==> src/rtl/lane_core.sv <==
module lane_core #(
  parameter int W = 16
) (
  input  logic         clk,
  input  logic         rst_n,
  input  logic         in_valid,
  input  logic [W-1:0] in_data,
  input  logic [W-1:0] flip,
  output logic [W-1:0] acc
);
  always_ff @(posedge clk) begin
    if (!rst_n) acc <= '0;
    else        acc <= (in_valid ? acc + in_data : acc) ^ flip;
  end
endmodule

==> src/rtl/lockstep_pair.sv <==
module lockstep_pair #(
  parameter int W = 16,
  parameter int D = 2
) (
  input  logic         clk,
  input  logic         rst_n,
  input  logic         split_mode,
  input  logic         a_valid,
  input  logic [W-1:0] a_data,
  input  logic         b_valid,
  input  logic [W-1:0] b_data,
  input  logic [W-1:0] inj_a,
  input  logic [W-1:0] inj_b,
  output logic [W-1:0] a_out,
  output logic [W-1:0] b_out,
  output logic         fault,
  output logic         mismatch
);
  localparam int CW = $clog2(D + 1);

  logic          mode_q;
  logic [CW-1:0] arm_cnt;
  logic [W:0]    in_pipe  [D];
  logic [W-1:0]  out_pipe [D];
  logic [W-1:0]  acc_p, acc_r, r_data;
  logic          r_valid, cmp, fault_q, mis_q;

  always_ff @(posedge clk)
    if (!rst_n) mode_q <= split_mode;

  always_ff @(posedge clk) begin
    if (!rst_n) begin
      for (int i = 0; i < D; i++) begin
        in_pipe[i]  <= '0;
        out_pipe[i] <= '0;
      end
    end else begin
      in_pipe[0]  <= {a_valid, a_data};
      out_pipe[0] <= acc_p;
      for (int i = 1; i < D; i++) begin
        in_pipe[i]  <= in_pipe[i-1];
        out_pipe[i] <= out_pipe[i-1];
      end
    end
  end

  assign r_valid = mode_q ? b_valid : in_pipe[D-1][W];
  assign r_data  = mode_q ? b_data  : in_pipe[D-1][W-1:0];

  lane_core #(.W(W)) u_main (
    .clk(clk), .rst_n(rst_n), .in_valid(a_valid), .in_data(a_data),
    .flip(inj_a), .acc(acc_p)
  );

  lane_core #(.W(W)) u_shadow (
    .clk(clk), .rst_n(rst_n), .in_valid(r_valid), .in_data(r_data),
    .flip(inj_b), .acc(acc_r)
  );

  always_ff @(posedge clk) begin
    if (!rst_n)                 arm_cnt <= '0;
    else if (arm_cnt != CW'(D)) arm_cnt <= arm_cnt + CW'(1);
  end

  assign cmp = !mode_q && (arm_cnt == CW'(D)) && (out_pipe[D-1] != acc_r);

  always_ff @(posedge clk) begin
    if (!rst_n) begin
      fault_q <= 1'b0;
      mis_q   <= 1'b0;
    end else begin
      fault_q <= fault_q | cmp;
      mis_q   <= cmp;
    end
  end

  assign a_out    = acc_p;
  assign b_out    = mode_q ? acc_r : '0;
  assign fault    = fault_q;
  assign mismatch = mis_q;
endmodule


==> config.mk <==
export PLATFORM = sky130hd
export DESIGN_NAME = lockstep_pair
export DESIGN_NICKNAME = d
export VERILOG_FILES = /design/src/rtl/lane_core.sv /design/src/rtl/lockstep_pair.sv
export SDC_FILE = /design/constraint.sdc
export NUM_CORES = 1
export LEC_CHECK = 0
export ABC_AREA = 1
export BUFFER_PORTS_ARGS = -buffer_cell sky130_fd_sc_hd__buf_2
export CAP_MARGIN = 0
export CORE_ASPECT_RATIO = 2
export CORE_MARGIN = 2
export CORE_UTILIZATION = 40
export DETAILED_ROUTE_END_ITERATION = 10
export MAX_ROUTING_LAYER = met4
export PLACE_DENSITY = 0.64
export SETUP_SLACK_MARGIN = 0.02
export SLEW_MARGIN = 30
export SYNTH_ARGS = -nofsm -noshare
export SYNTH_HDL_FRONTEND = slang
export SYNTH_SLANG_ARGS = --single-unit
==> constraint.sdc <==
create_clock -name clk -period 2.8 [get_ports clk]
set_input_delay 0.56 -clock clk [delete_from_list [all_inputs] [get_ports clk]]
set_output_delay 0.56 -clock clk [all_outputs]
set_load 0.05 [all_outputs]
; ---- Word-level counts from Yosys, hierarchy flattened
; Memories as Yosys holds them, arrays and structs flattened.
; Index checks and enable logic that the tools add are counted.
[totals]
register_bits = 37
output_inout_bits = 34
n_memories = 2
mem_bits_rw = 66
[memory_table]
columns = memory, depth, word_bits, rd, rd_ports_with_merged_regs, wr, line
row1 = in_pipe, 2, 17, 2, 0, 2, lockstep_pair.sv:23  ; logic [W:0] in_pipe [D];
row2 = out_pipe, 2, 16, 2, 0, 2, lockstep_pair.sv:24  ; logic [W-1:0] out_pipe [D];
[classes]
n_bitwise = 7
n_eq_ne = 3
n_mux = 11
reduce_logical = 3
add_sub_neg = 3
[ops]
columns = cell, count
row1 = two-way mux 16 bit, 6
row2 = two-way mux 17 bit, 2
row3 = adder 16 bit, 2
row4 = XOR 16 bit, 2
row5 = inequality test 16 bit, 1
row6 = OR 1 bit, 5
row7 = two-way mux 1 bit, 3
row8 = "adder 2 x 1 -> 2 bit, second input constant", 1
row9 = "== test 2 bit, second input constant", 1
row10 = logical AND 1 bit, 2
row11 = "inequality test 2 bit, second input constant", 1
row12 = zero test 1 bit, 1

; ---- Logic depth before layout (Yosys ltp)
[logic_depth]
depth_word = 4
ltp_mapped = 17
mapped_depth_nobuf = 16

; ---- Hierarchy
; From an unflattened synthesis, not the netlist that was laid out.
[hier_totals]
hier_cells = 970
hier_area_um2 = 6104.6
[by_module_without_submodules]
columns = mod, cells_each, n_inst, area_each_um2
row1 = lockstep_pair, 403, 1, 2720.1
row2 = lane_core at u_main, 281, 1, 1721.7
row3 = lane_core at u_shadow, 286, 1, 1662.8

; ---- Worst setup path after synthesis
; Ideal clock, no wire load.
[synth_path]
path_type = reg-to-reg
start = register mode_q
end = register u_shadow.acc[8]
path_slack_ns = 0.574
setup_time_ns = 0.115
n_path_buf = 2
stages_incl_launch_ff = 17
arrival_ns = 2.111
t_required_ns = 2.685
path_cell_list = edfxtp_1 buf_4 clkbuf_1 nand2_1 nand2_1 ha_1 inv_1 fa_1 inv_1 nand3_1 nand3_1 nand2_1 a21oi_1 nand3b_1 nand3_1 nand2_1 nor2_1
[synth_via]
elab_chain_cells = 4
word_cells_on_any_way = 5
cone_classes = add/sub (1) / mux (3) / bitwise (1)
[synth_rtl]
columns = item, line
row1 = from (decl), lockstep_pair.sv:21  ; logic mode_q;
row2 = from (signal assigned), lockstep_pair.sv:29  ; if (!rst_n) mode_q <= split_mode;
row3 = two-way mux 16 bit, lockstep_pair.sv:48  ; assign r_data = mode_q ? b_data : in_pipe[D-1][W-1:0];
row4 = adder 16 bit, lane_core.sv:13  ; else acc <= (in_valid ? acc + in_data : acc) ^ flip;
row5 = two-way mux 16 bit *, lane_core.sv:13
row6 = XOR 16 bit *, lane_core.sv:13
row7 = to (signal assigned), lane_core.sv:13
row8 = to (decl), lane_core.sv:9  ; output logic [W-1:0] acc
; Mark *: on every way between the ends. The rest lies on a longest branch, timed or not.
; A chain may end at the register's enable or synchronous reset.

; ---- Worst setup path in the final report
[layout_path]
start = register mode_q
end = register u_shadow.acc[12]
; The elaborated chain is that of the path after synthesis.

==> reports/results.tsv <==
stage	metric	value	unit
placed_design	dp_cells	1214	
sta	fin_crit_sh	86.5	%
die	dieArea	16100	sq um
clock_tree	clock-sinks	103	
placed_design	portBuffers	102	
flow_run	drv_cap	0	
run_status	outcome	completed	
layout	area.growth.synth_to_final	16.6	%
clock_tree	path_clk_slew	0.07	ns
placed_design	postPlaceCellArea	6710	sq um
power	p_leak	4.29	nW
worst_setup_path	critPathArrivalTime	2.66	ns
layout	layout_common_cells	nand2_1 (331), inv_1 (192), dfxtp_1 (102), buf_2 (102), nand3_1 (56)	
worst_setup_path	end_kind	flip-flop	
clock_tree	postCtsSetupBuffers	0	
placed_design	hpwlAfterDp	12200	um
grt	grt_max_degree	39	
logic_synthesis	mappedNetlistArea	6000	sq um
worst_setup_path	crit_required	3.04	ns
layout	nets	1132	
die	core	14700	sq um
route	via_count	5517	
placed_design	gp_congestion	0.931	
sta	report.final.slew_viol_count	0	
clock_tree	cts_made_buffers	9	
logic_synthesis	syn_inst	932	
worst_setup_path	r2r_end	u_shadow.acc[12]	
layout	drive_above_1_share	15.5	%
layout	instances_no_fill	1232	
worst_setup_path	rrSetupSlack	0.38	ns
layout	final_cell_area	7000	sq um
sta	relSlewSlack	63.4	%
route	avgViaCountPerCell	4.48	
worst_setup_path	criticalPathCategory	flip-flop to flip-flop	
logic_synthesis	ys_types	34	
grt	grt_pass1_wl	24000	um
clock_tree	cts_tree	built	
power	vdd_drop_max	0.308	mV
die	fp.dieW	90.6	um
clock_tree	root_buffer	clkbuf_16	
placed_design	post-place-ws	0.360	ns
clock_tree	clk_latency	0.34	ns
worst_setup_path	reg2reg_depth	14	
logic_synthesis	synth_nets	1034	
grt	grt_util_all_layers	19.6	%
die	fp.dieH	177	um
worst_setup_path	crit_end	u_shadow.acc[12]	
sta	timing.fmax	413	MHz
sta	finClkSkew	0.00919	ns
sta	rsz0062_at_grt	false	
sta	finalSetupViolations	0	
min_path	worstHoldPathType	input port to flip-flop	
sta	tns	0	ns
route	dr.pass1.iters	4	
worst_setup_path	r2r_start	mode_q	
grt	overflow	0	
worst_setup_path	crit_path_start	mode_q	
worst_setup_path	crit_fanout	17	
route	drc	0	
clock_tree	postCtsResizedCells	0	
clock_tree	htreeDepth	3	
route	wl_per_cell	12.1	um
die	rows	63	
logic_synthesis	yosysWarnings	0	
clock_tree	ctsLongestPathBuffers	2	
die	start_util	40.7	%
logic_synthesis	ys_ff_latch	103	
worst_setup_path	start_kind	flip-flop	
grt	grt_pass1_vias	5343	
logic_synthesis	yosysSeqAreaShare	34.5	%
route	ant_nets	0	
layout	final_common_cell	nand2_1	
sta	period_needed	2.42	ns
sta	fin_ws	0.378	ns
logic_synthesis	synth_area_per_cell	6.44	sq um
sta	worst_pin_slew	0.549	ns
route	dr.first_iter.drc_count	139	
grt	antenna_found_initial	2	
power	power_per_cell_area	599	nW/um^2
sta	hold_viol	0	
route	wl	14900	um
die	io_pins	103	
clock_tree	cts_hold_buf	0	
-- cells in the mapped netlist --
master | count | area (sq um)
ha_1 | 31 | 388
mux2i_1 | 5 | 50.1
edfxtp_1 | 1 | 30.0
buf_6 | 2 | 22.5
or2_2 | 13 | 81.3
buf_2 | 3 | 15.0
nand2_2 | 9 | 56.3
xnor2_1 | 13 | 114
nand3_2 | 8 | 80.1
nor3_1 | 5 | 25.0
or2_1 | 2 | 12.5
or2_4 | 1 | 8.76
nand4_1 | 4 | 25.0
clkbuf_1 | 13 | 48.8
clkbuf_8 | 1 | 13.8
nor3_2 | 2 | 20.0
nand3b_4 | 1 | 20.0
nor2_1 | 48 | 180
o21ai_1 | 1 | 5.00
nand3b_1 | 1 | 7.51
o2111ai_1 | 3 | 26.3
nand3_1 | 56 | 280
fa_1 | 2 | 40.0
dfxtp_1 | 102 | 2040
o21ai_0 | 20 | 100
inv_1 | 192 | 721
buf_4 | 2 | 15.0
or2_0 | 2 | 12.5
inv_2 | 1 | 3.75
xor2_1 | 6 | 52.6
a21oi_1 | 49 | 245
nand2_1 | 331 | 1240
inv_4 | 1 | 6.26
o211ai_1 | 1 | 7.51
-- power breakdown --
part           internal, W  switching (W)
logic             0.000451       0.000873
clock network     0.000612       0.000566
registers          0.00159      0.0000941
-- metal layers --
metal	GRT usage, %	part of all wire, %	vias to the layer above
met2	36.8	54	127
met3	2.17	3.0	59
met1	17.4	35	2324
li1	-	-	3007
met5	-	0	-
met4	15.4	7.9	0
-- flip-flops by register name, indices dropped and copies added, names as in the netlist --
register / flops
fault: 1
mismatch: 1
mode_q: 1
out_pipe: 32
u_main.acc: 16
u_shadow.acc: 16
arm_cnt: 2
in_pipe: 34
-- metrics by stage --
stage                     utilization (%)  power (W)  hold WS (ns)
after global routing                 47.5    0.00448         0.384
after floorplan                         -    0.00270         0.390
after global placement               45.5    0.00303         0.398
after CTS                            47.4    0.00425         0.378
after detailed placement             45.5    0.00305         0.395
final                                47.5    0.00419         0.393
-- how the worst min path moves through the flow --
| stage | cells past startpoint | from | slack (ns) | to |
|---|---|---|---|---|
| after global routing | 1 | split_mode | 0.38 | mode_q |
| after detailed placement | 2 | out_pipe[0][9] | 0.40 | out_pipe[0][25] |
| after global placement | 2 | in_pipe[0][14] | 0.40 | in_pipe[0][31] |
| after CTS | 2 | inj_b[2] | 0.38 | u_shadow.acc[2] |
| after floorplan | 2 | in_pipe[0][0] | 0.39 | in_pipe[0][17] |
| final | 2 | inj_b[2] | 0.39 | u_shadow.acc[2] |
-- critical path, stage by stage, from the launching register on --
cell	delay, ns
edfxtp_1	0.44
inv_4	0.18
nand2_1	0.07
nand2_1	0.06
ha_1	0.15
inv_1	0.05
fa_1	0.40
inv_1	0.09
nand3_1	0.07
nand3_1	0.21
nand3_1	0.16
nand4_1	0.11
nand3_1	0.10
a21oi_1	0.16
nor2_1	0.06
-- cell type report --
| cell class | count | area (sq um) |
|---|---|---|
| clock buffer | 9 | 225 |
| inverter | 194 | 731 |
| tap | 195 | 244 |
| antenna | 2 | 5.00 |
| multi-input combinational | 614 | 3080 |
| sequential | 103 | 2070 |
| clock inverter | 7 | 57.6 |
| fill | 1623 | 7740 |
| timing repair buffer | 108 | 581 |
-- logic make-up (layout without fill, tap and decap cells) --
logic type	count (synthesis)	count (layout)	synth area share (%)
adders and majority gates	33	33	7.13
muxes	5	5	0.834
DFF	103	103	34.5
buffers and inverters	215	318	14.1
AOI/OAI and AO/OA	74	74	6.40
other	0	2	0
xor gates and xnor gates	19	19	2.77
and+or+nand+nor	483	483	34.2
No activity file was read; power rests on OpenSTA's default activity.
